===== config.mk =====
export PLATFORM = sky130hd
export DESIGN_NAME = rtc_line_decoder
export DESIGN_NICKNAME = d
export VERILOG_FILES = /design/src/rtl/rtc_pkg.sv /design/src/rtl/rtc_slot_timer.sv /design/src/rtl/rtc_field_capture.sv /design/src/rtl/rtc_output_select.sv /design/src/rtl/rtc_line_decoder.sv
export SDC_FILE = /design/constraint.sdc
export NUM_CORES = 1
export LEC_CHECK = 0
export BUFFER_PORTS_ARGS = -buffer_cell sky130_fd_sc_hd__buf_2
export CAP_MARGIN = 25
export CORE_UTILIZATION = 48
export DETAILED_ROUTE_END_ITERATION = 8
export PLACE_DENSITY = 0.78
export SYNTH_ARGS = -nofsm -noshare
export SYNTH_HDL_FRONTEND = slang
export SYNTH_SLANG_ARGS = --single-unit
export TNS_END_PERCENT = 5

===== constraint.sdc =====
create_clock -name clk -period 3.9 [get_ports clk]
set_input_delay 0.78 -clock clk [delete_from_list [all_inputs] [get_ports clk]]
set_output_delay 0.78 -clock clk [all_outputs]
set_load 0.01 [all_outputs]

===== src/rtl/rtc_pkg.sv =====
// Package: slot positions and flag indices shared by the serial control
// decoder. Positions count slots from the frame-start slot 0.
package rtc_pkg;
    localparam int unsigned HP_FIRST  = 1;   // first slot of horizontal increment
    localparam int unsigned FSC_LAST  = 67;  // last slot of subcarrier increment
    localparam int unsigned NFLAG     = 5;

    // Flag indices inside the flag vector
    localparam int unsigned F_SEQ = 0;
    localparam int unsigned F_RST = 1;
    localparam int unsigned F_FIS = 2;
    localparam int unsigned F_OE  = 3;
    localparam int unsigned F_COL = 4;

    // Slot carrying each flag, indexed as above
    localparam int unsigned FLAG_SLOT [NFLAG] = '{68, 69, 72, 74, 75};

    typedef logic [NFLAG-1:0] rtc_flags_t;
endpackage


===== src/rtl/rtc_slot_timer.sv =====
// Slot timer: finds the frame-start falling edge and steps through
// FRAME_SLOTS slots of SLOT_CLKS clocks each. It raises 'sample' in the
// first clock of every slot after slot 0 and 'frame_end' in the final
// clock of the frame. It assumes SLOT_CLKS >= 2 and ignores edges while busy.
module rtc_slot_timer #(
    parameter int unsigned SLOT_CLKS   = 2,
    parameter int unsigned FRAME_SLOTS = 128,
    localparam int unsigned PH_W       = $clog2(SLOT_CLKS),
    localparam int unsigned SLOT_W     = $clog2(FRAME_SLOTS)
) (
    input  logic              clk,
    input  logic              rst_n,
    input  logic              rtc_in,
    output logic              busy,
    output logic              sample,
    output logic              frame_end,
    output logic [SLOT_W-1:0] slot_idx
);
    localparam logic [PH_W-1:0]   PH_LAST   = PH_W'(SLOT_CLKS - 1);
    localparam logic [SLOT_W-1:0] SLOT_LAST = SLOT_W'(FRAME_SLOTS - 1);

    logic              prev_q;
    logic              busy_q;
    logic [PH_W-1:0]   ph_q;
    logic [SLOT_W-1:0] slot_q;
    logic              fall;

    // Purpose: detect a high-to-low transition of the serial line
    assign fall = prev_q & ~rtc_in;

    // Purpose: advance the phase and slot counters through one frame
    always_ff @(posedge clk) begin
        if (!rst_n) begin
            prev_q <= 1'b1;
            busy_q <= 1'b0;
            ph_q   <= '0;
            slot_q <= '0;
        end else begin
            prev_q <= rtc_in;
            if (!busy_q) begin
                if (fall) begin
                    busy_q <= 1'b1;
                    ph_q   <= PH_W'(1);
                    slot_q <= '0;
                end
            end else if (ph_q == PH_LAST) begin
                ph_q <= '0;
                if (slot_q == SLOT_LAST) begin
                    busy_q <= 1'b0;
                    slot_q <= '0;
                end else begin
                    slot_q <= slot_q + SLOT_W'(1);
                end
            end else begin
                ph_q <= ph_q + PH_W'(1);
            end
        end
    end

    assign busy      = busy_q;
    assign sample    = busy_q && (ph_q == '0);
    assign frame_end = busy_q && (ph_q == PH_LAST) && (slot_q == SLOT_LAST);
    assign slot_idx  = slot_q;
endmodule


===== src/rtl/rtc_field_capture.sv =====
// Field capture: shifts the two increments into shadow registers and
// latches each flag in its slot. At frame end it copies the shadows into
// held registers in one clock. It assumes the slot layout in rtc_pkg and
// that the horizontal field ends before the subcarrier field begins.
module rtc_field_capture
    import rtc_pkg::*;
#(
    parameter int unsigned HP_W   = 15,
    parameter int unsigned FSC_W  = 22,
    parameter int unsigned SLOT_W = 7
) (
    input  logic              clk,
    input  logic              rst_n,
    input  logic              rtc_in,
    input  logic              sample,
    input  logic              frame_end,
    input  logic [SLOT_W-1:0] slot_idx,
    output logic [HP_W-1:0]   hp_shadow,
    output logic [FSC_W-1:0]  fsc_held,
    output rtc_flags_t        flags_held,
    output logic              have_frame,
    output logic              commit
);
    localparam int unsigned HP_LAST   = HP_FIRST + HP_W - 1;
    localparam int unsigned FSC_FIRST = FSC_LAST - FSC_W + 1;

    logic [HP_W-1:0]  hp_sh;
    logic [FSC_W-1:0] fsc_sh;
    rtc_flags_t       flag_sh;
    logic             in_hp, in_fsc;
    int unsigned      slot_n;

    // Purpose: decode which increment window the current slot is in
    always_comb begin
        slot_n = int'(slot_idx);
        in_hp  = (slot_n >= HP_FIRST)  && (slot_n <= HP_LAST);
        in_fsc = (slot_n >= FSC_FIRST) && (slot_n <= FSC_LAST);
    end

    // Purpose: shift both increments in, most significant bit first
    always_ff @(posedge clk) begin
        if (!rst_n) begin
            hp_sh  <= '0;
            fsc_sh <= '0;
        end else if (sample) begin
            if (in_hp)  hp_sh  <= {hp_sh[HP_W-2:0], rtc_in};
            if (in_fsc) fsc_sh <= {fsc_sh[FSC_W-2:0], rtc_in};
        end
    end

    // One shadow flop per flag, each loaded in its own slot
    for (genvar i = 0; i < NFLAG; i++) begin : g_flag
        logic bit_q;
        // Purpose: latch this flag when its slot is sampled
        always_ff @(posedge clk) begin
            if (!rst_n)
                bit_q <= 1'b0;
            else if (sample && (slot_n == FLAG_SLOT[i]))
                bit_q <= rtc_in;
        end
        assign flag_sh[i] = bit_q;
    end

    // Purpose: move all shadows to the held registers at frame end
    always_ff @(posedge clk) begin
        if (!rst_n) begin
            fsc_held   <= '0;
            flags_held <= '0;
            have_frame <= 1'b0;
            commit     <= 1'b0;
        end else begin
            commit <= frame_end;
            if (frame_end) begin
                fsc_held   <= fsc_sh;
                flags_held <= flag_sh;
                have_frame <= 1'b1;
            end
        end
    end

    assign hp_shadow = hp_sh;
endmodule


===== src/rtl/rtc_output_select.sv =====
// Output select: for each output, picks the held received value or the
// internal value according to the master and per-field enables, and forms
// the one-clock phase-reset strobe from the commit pulse. Purely combinational.
module rtc_output_select
    import rtc_pkg::*;
#(
    parameter int unsigned FSC_W = 22
) (
    input  logic             ctl_master,
    input  logic             en_reset,
    input  logic             en_field,
    input  logic             en_oddeven,
    input  logic             en_colour,
    input  logic [1:0]       phres_mode,
    input  logic             pal_mode,
    input  logic             field_rate_reg,
    input  logic             odd_even_int,
    input  logic [FSC_W-1:0] fsc_inc_int,
    input  logic [FSC_W-1:0] fsc_held,
    input  rtc_flags_t       flags_held,
    input  logic             have_frame,
    input  logic             commit,
    output logic [FSC_W-1:0] fsc_inc,
    output logic             field_60,
    output logic             odd_even,
    output logic             phase_reset,
    output logic             pal_invert
);
    logic live;
    logic use_rx_fsc;

    // Purpose: choose each output from received or internal values
    always_comb begin
        live        = ctl_master && have_frame;
        use_rx_fsc  = live && (!en_colour || flags_held[F_COL]);
        fsc_inc     = use_rx_fsc ? fsc_held : fsc_inc_int;
        field_60    = (live && en_field)   ? flags_held[F_FIS] : field_rate_reg;
        odd_even    = (live && en_oddeven) ? flags_held[F_OE]  : odd_even_int;
        pal_invert  = live && pal_mode && flags_held[F_SEQ];
        phase_reset = commit && ctl_master && en_reset &&
                      (phres_mode == 2'b00) && flags_held[F_RST];
    end
endmodule


===== src/rtl/rtc_line_decoder.sv =====
// Top of the serial real-time control decoder. It joins the slot timer,
// the field capture and the output selector. It assumes the stream idles
// high and that the configuration inputs are quasi-static.
module rtc_line_decoder
    import rtc_pkg::*;
#(
    parameter int unsigned SLOT_CLKS   = 2,
    parameter int unsigned FRAME_SLOTS = 128,
    parameter int unsigned HP_W        = 15,
    parameter int unsigned FSC_W       = 22,
    localparam int unsigned SLOT_W     = $clog2(FRAME_SLOTS)
) (
    input  logic             clk,
    input  logic             rst_n,
    input  logic             rtc_in,
    input  logic             ctl_master,
    input  logic             en_reset,
    input  logic             en_field,
    input  logic             en_oddeven,
    input  logic             en_colour,
    input  logic [1:0]       phres_mode,
    input  logic             pal_mode,
    input  logic             field_rate_reg,
    input  logic             odd_even_int,
    input  logic [FSC_W-1:0] fsc_inc_int,
    output logic [FSC_W-1:0] fsc_inc,
    output logic             field_60,
    output logic             odd_even,
    output logic             phase_reset,
    output logic             pal_invert
);
    logic              busy, sample, frame_end, have_frame, commit;
    logic [SLOT_W-1:0] slot_idx;
    logic [HP_W-1:0]   hp_shadow;
    logic [FSC_W-1:0]  fsc_held;
    rtc_flags_t        flags_held;

    rtc_slot_timer #(
        .SLOT_CLKS  (SLOT_CLKS),
        .FRAME_SLOTS(FRAME_SLOTS)
    ) u_timer (
        .clk      (clk),
        .rst_n    (rst_n),
        .rtc_in   (rtc_in),
        .busy     (busy),
        .sample   (sample),
        .frame_end(frame_end),
        .slot_idx (slot_idx)
    );

    rtc_field_capture #(
        .HP_W  (HP_W),
        .FSC_W (FSC_W),
        .SLOT_W(SLOT_W)
    ) u_capture (
        .clk       (clk),
        .rst_n     (rst_n),
        .rtc_in    (rtc_in),
        .sample    (sample),
        .frame_end (frame_end),
        .slot_idx  (slot_idx),
        .hp_shadow (hp_shadow),
        .fsc_held  (fsc_held),
        .flags_held(flags_held),
        .have_frame(have_frame),
        .commit    (commit)
    );

    rtc_output_select #(
        .FSC_W(FSC_W)
    ) u_select (
        .ctl_master    (ctl_master),
        .en_reset      (en_reset),
        .en_field      (en_field),
        .en_oddeven    (en_oddeven),
        .en_colour     (en_colour),
        .phres_mode    (phres_mode),
        .pal_mode      (pal_mode),
        .field_rate_reg(field_rate_reg),
        .odd_even_int  (odd_even_int),
        .fsc_inc_int   (fsc_inc_int),
        .fsc_held      (fsc_held),
        .flags_held    (flags_held),
        .have_frame    (have_frame),
        .commit        (commit),
        .fsc_inc       (fsc_inc),
        .field_60      (field_60),
        .odd_even      (odd_even),
        .phase_reset   (phase_reset),
        .pal_invert    (pal_invert)
    );
endmodule


==> results of run 1 <==
flip-flops by register name (all words and copies together) (netlist names):
register and flops:
u_capture.fsc_held 22, u_timer.ph_q 1, u_timer.busy 1, u_capture.g_flag.bit_q 5, u_timer.slot_idx 7, u_capture.flags_held 5
u_capture.have_frame 1, u_timer.prev_q 1, u_capture.fsc_sh 22, u_capture.commit 1
metrics by stage:
step           cells  cell area [um2]  hold slack, ns  setup WS [ns]
2_1_floorplan    266             2815          0.4344          1.288
3_3_place_gp     384             3144          0.4486          1.243
3_5_place_dp     384             3144          0.4491          1.214
4_1_cts          400             3346          0.4684          1.203
5_1_grt          401             3373          0.4769          1.115
6_report         401             3373          0.4599          1.204
worst max-delay path, cell delays in order:
cell	delay, ns
buf_2	0.12
nand2_1	0.09
a21oi_2	0.11
buf_4	0.29
mux2_2	0.38
buf_2	0.14
final timing paths:
kind,from,to,slack (ns),cells past startpoint
setup reg to reg,u_timer.slot_idx[0]$_SDFFE_PN0P_,u_capture.fsc_sh[12]$_SDFFE_PN0P_,1.94,7
hold reg to reg,u_capture.fsc_sh[19]$_SDFFE_PN0P_,u_capture.fsc_held[19]$_SDFFE_PN0P_,0.46,1
setup / recovery,ctl_master,fsc_inc[15],1.20,6
hold / removal,u_capture.fsc_sh[19]$_SDFFE_PN0P_,u_capture.fsc_held[19]$_SDFFE_PN0P_,0.46,1
power groups by stage:
stage / clock network (mW) / registers (mW) / logic (mW)
6_report: 0.576 / 0.681 / 0.0769
5_1_grt: 0.616 / 0.681 / 0.0844
3_3_place_gp: 0 / 0.696 / 0.0750
3_5_place_dp: 0 / 0.696 / 0.0769
4_1_cts: 0.584 / 0.681 / 0.0775
2_1_floorplan: 0 / 0.695 / 0.0463
kinds of logic after synthesis:
group / count (synthesis) / share of synthesized area
AOI/OAI and AO/OA: 47 / 0.1404
adders and majority gates: 4 / 0.01778
buffers and inverters: 21 / 0.03777
DFF: 66 / 0.4693
muxes: 52 / 0.1956
and+or+nand+nor: 76 / 0.1391
cells in the final DEF (no fill, tap or decap), types with 2 or more instances in the layout:
cell | Yosys | final
clkinvlp_4 | 0 | 2
nand3_1 | 7 | 7
buf_4 | 2 | 3
a22o_1 | 27 | 27
nor3_1 | 3 | 3
or3_1 | 2 | 2
and3_1 | 2 | 2
nand4_1 | 5 | 5
nor2b_1 | 7 | 7
buf_2 | 4 | 60
and2_1 | 2 | 2
nand3b_1 | 2 | 2
mux2_2 | 24 | 24
nand2_1 | 35 | 35
dfxtp_1 | 66 | 66
a21boi_0 | 2 | 2
o21ai_0 | 3 | 3
ha_1 | 4 | 4
inv_1 | 4 | 4
clkinv_2 | 0 | 2
a21boi_1 | 4 | 3
nor2_1 | 3 | 3
mux2i_1 | 28 | 28
clkbuf_8 | 0 | 10
per-layer routing:
layer  track usage  part of all wire  up-vias
met4       0.09815             0.021        0
li1              -                 -     1084
met1        0.2196              0.45     1022
met5             0                 0        -
met3       0.04767             0.041       11
met2        0.3165              0.49       56
area by class of cell:
type / count / area, um2 / area share
Timing Repair Buffer: 64 / 350.3 / 0.1039
Tap cell: 72 / 90.09 / 0.02671
Clock inverter: 6 / 63.81 / 0.01892
Clock buffer: 10 / 137.6 / 0.04080
Sequential cell: 66 / 1321 / 0.3917
Multi-Input combinational cell: 179 / 1395 / 0.4136
Inverter: 4 / 15.01 / 0.004451
==> flow_summary.yaml, run 1 <==
outcome:
  status: "completed"
logic_synthesis:
  synth_common_cells: "dfxtp_1 (66), nand2_1 (35), mux2i_1 (28)"
  synth_fp_nets: 305
  synth-seq-area-share: 0.4693
  synth.most_common_cell: "dfxtp_1"
  synth.avg_cell_area_um2: 10.58
  synth_top_area_frac: 0.4693
  ys_warn_count: 0
  synth_area_leaders: "dfxtp_1 (47%), mux2i_1 (10%), mux2_2 (9.6%)"
  yosysUniqueCellTypes: 42
  yosysTopAreaCell: "dfxtp_1"
  synth_seq_cells: 66
  syn_area_mm2: 0.002815
  syn_inst: 266
  async_flop_share: 0
  synth_edf_count: 0
  ys.flop_type: "dfxtp_1"
detailed_routing:
  drt_first_pass_iters: 4
  route.detailed.wl_per_inst_um: 13.80
  num_vias: 2173
  drt-vias-per-instance: 5.419
  initialDrtViolationCount: 91
  drtAntennaViolNets: 0
  drc: 0
  drt_wl_total_mm: 5.532
power_and_ir_drop:
  powerDensity_mw_per_mm2: 395.5
  clockPowerShare: 0.432
  pwr-share-comb: 0.058
  sequentialPowerShare: 0.511
  p_leak_nw: 1.352
  peakVddDrop_uv: 227.6
  p_sw_frac: 0.2299
  p_sw_mw: 0.3067
  total_power_mw: 1.334
  p_int_mw: 1.027
clocking:
  cts_tree: "yes"
  numCtsBuffers: 9
  cts_max_level: 3
  clock_latency_ns: 0.34
  post-cts-setup-buffers: 0
  path_clk_slew_ns: 0.08
  hold_buffers: 0
  clock_path_buffers: 2
  cts_resized: 0
  clockRootBuffer: "clkbuf_8"
  cts_sinks: 66
sta:
  rsz0062_at_grt: "no"
  max_slew.worst_pin.slew_ns: 0.6419
  finalCritPeriodShare: 0.6914
  final-max-slew-violation-count: 0
  fin_setup_tns_ns: 0
  setup_viol: 0
  finClkSkew_ns: 0.01043
  max_freq_mhz: 370.9
  max_slew_margin: 0.5721
  hold_viol: 0
  finalCriticalPeriod_ns: 2.696
die:
  row_count: 27
  dieArea_mm2: 0.006176
  start_util: 0.5051
  core-area_mm2: 0.005574
  io_pins: 61
  die_x_um: 78.59
  dieHeight_um: 78.59
run:
  cap_violations: 0
grt:
  grt_start_max_net_pins: 41
  grt_pass1_wl_mm: 8.997
  grt_overflow: 0
  grt.total_usage: 0.1884
  grt_pass1_vias: 2015
  antenna_found_initial: 0
min_path:
  hold_path_class: "flip-flop to flip-flop"
critical_path:
  path_class: "input pin to primary output"
  startpoint_type: "input pin"
  cp-end-kind: "primary output"
  critical_path_required_ns: 3.12
  crit_arrival_ns: 1.92
  path_max_fanout: 22
final_layout:
  nets: 363
  fillCellCount: 471
  antennaDiodeCount: 0
  drive_above_1_share: 0.3313
  final_util: 0.6052
  area_delta_synth_final_pct: 19.82
placement:
  port_buffers: 60
  gp_congestion: 0.7982
  hpwlAfterDp_mm: 3.662
No activity file was read; power rests on OpenSTA's default activity.
==> inputs of run 2 (changes only) <==
clock period = 2.8 ns   (was 3.9 ns; I/O delays follow)
==> run 2 against run 1 <==
Against the previous run:
- register-to-register slack got worse by 1.3 ns
- sequential cell count did not move
- total power rose by 44%
- first-iteration DRC count fell by 5.5%
- cell count rose by 0.50%
- via count fell by 1.1%
- cell area rose by 0.33%
- wire length fell by 0.94%
- sequential power rose by 39%
- largest cell class unchanged
==> flow_summary.yaml, run 2 (same netlist as run 1, synthesis figures left out) <==
outcome:
  status: "completed"
detailed_routing:
  drt_first_pass_iters: 6
  drtAntennaViolNets: 0
  num_vias: 2149
  route.detailed.wl_per_inst_um: 13.60
  drt-vias-per-instance: 5.333
  initialDrtViolationCount: 86
  drc: 0
  drt_wl_total_mm: 5.480
placement:
  gp_congestion: 0.8235
  port_buffers: 60
  post_dp_cell_area_mm2: 0.003167
  post-place-ws_ns: 0.5148
  hpwlAfterDp_mm: 3.707
sta:
  final-max-slew-violation-count: 0
  finalCritPeriodShare: 0.8277
  hold_slack_ns: 0.4682
  max_slew.worst_pin.slew_ns: 0.6993
  hold_viol: 0
  finClkSkew_ns: 0.01211
  max_freq_mhz: 431.5
  rsz0062_at_grt: "no"
  finalCriticalPeriod_ns: 2.318
  setup_viol: 0
  max_slew_margin: 0.5311
  finalWorstSetupSlack_ns: 0.4825
  fin_setup_tns_ns: 0
grt:
  grt.total_usage: 0.1828
  grt_pass1_wl_mm: 8.700
  grt_pass1_vias: 1885
  grtUsageMet1: 0.2295
  antenna_found_initial: 0
  busiest_layer: "met2"
  grt_start_max_net_pins: 40
  grt_use_met3: 0.03837
  met2_usage: 0.2930
  grt_overflow: 0
critical_path:
  startpoint_type: "flip-flop"
  reg2regPathDepth: 6
  r2r-start: "u_timer.slot_idx[1]$_SDFFE_PN0P_"
  r2r-end: "u_capture.fsc_held[18]$_SDFFE_PN0P_"
  rrSetupSlack_ns: 0.69
  crit_arrival_ns: 1.76
  cp-end-kind: "primary output"
  path_max_fanout: 22
  critical_path_required_ns: 2.24
  path_class: "flip-flop to primary output"
final_layout:
  antennaDiodeCount: 0
  nets: 365
  final_util: 0.6072
  final_cell_area_mm2: 0.003385
  layout_common_cells: "dfxtp_1 (66), buf_2 (60), nand2_1 (35)"
  mostFrequentLayoutCell: "dfxtp_1"
  drive_above_1_share: 0.3323
  area_delta_synth_final_pct: 20.22
min_path:
  min_from: "u_capture.fsc_sh[2]$_SDFFE_PN0P_"
  hold_end: "u_capture.fsc_held[2]$_SDFFE_PN0P_"
  hold_path_class: "flip-flop to flip-flop"
  holdPathStages: 1
die:
  row_count: 27
  start_util: 0.5051
  dieHeight_um: 78.59
  io_pins: 61
  core-area_mm2: 0.005574
  dieArea_mm2: 0.006176
  die_x_um: 78.59
clocking:
  hold_buffers: 0
  cts_tree: "yes"
  cts_max_level: 3
  cts_sinks: 66
  cts_resized: 0
  numCtsBuffers: 9
  post-cts-setup-buffers: 0
  clockRootBuffer: "clkbuf_8"
  clock_path_buffers: 2
  clock_latency_ns: 0.34
  path_clk_slew_ns: 0.07
run:
  cap_violations: 0
power_and_ir_drop:
  peakVddDrop_uv: 271.5
  p_leak_nw: 1.365
  powerDensity_mw_per_mm2: 569.4
## run 2: through the flow
step | total power, mW | cells
4_1_cts | 1.939 | 403
6_report | 1.927 | 403
2_1_floorplan | 1.032 | 266
3_5_place_dp | 1.078 | 387
5_1_grt | 1.996 | 403
3_3_place_gp | 1.075 | 387
## run 2: per-layer routing
layer	routed length (um)	part of all wire
met1	2537	0.46
met2	2596	0.47
met3	231	0.042
met4	114	0.021
met5	0	0
## run 2: layout make-up
cell class                 count  area [um2]
multi-input combinational    179        1395
fill                         473        2190
clock inverter                 6       90.09
timing repair buffer          66       345.3
tap                           72       90.09
sequential                    66        1321
clock buffer                  10       127.6
inverter                       4       15.01
## run 2: where the power goes
| group | leakage, nW | total (mW) | internal (mW) | switching [mW] |
|---|---|---|---|---|
| clock | 0.107 | 0.871 | 0.505 | 0.366 |
| sequential | 0.532 | 0.949 | 0.942 | 0.00659 |
| combinational | 0.725 | 0.107 | 0.0546 | 0.0527 |
## run 2: worst max-delay path by stage
stage	from	to	slack, ns	cells after the start
finish	u_capture.have_frame$_SDFFE_PN0P_	fsc_inc[14]	0.48	5
global route	u_capture.have_frame$_SDFFE_PN0P_	fsc_inc[19]	0.39	5
CTS	u_capture.have_frame$_SDFFE_PN0P_	fsc_inc[14]	0.46	5
detailed placement	ctl_master	fsc_inc[14]	0.51	6
global placement	ctl_master	fsc_inc[18]	0.58	6
floorplan	ctl_master	fsc_inc[0]	0.63	4
## run 2: worst max-delay path, stage by stage (launching register included)
cell and delay [ns]:
dfxtp_1 0.38, nand2_1 0.11, a21oi_2 0.11, buf_4 0.30, mux2_2 0.38, buf_2 0.14
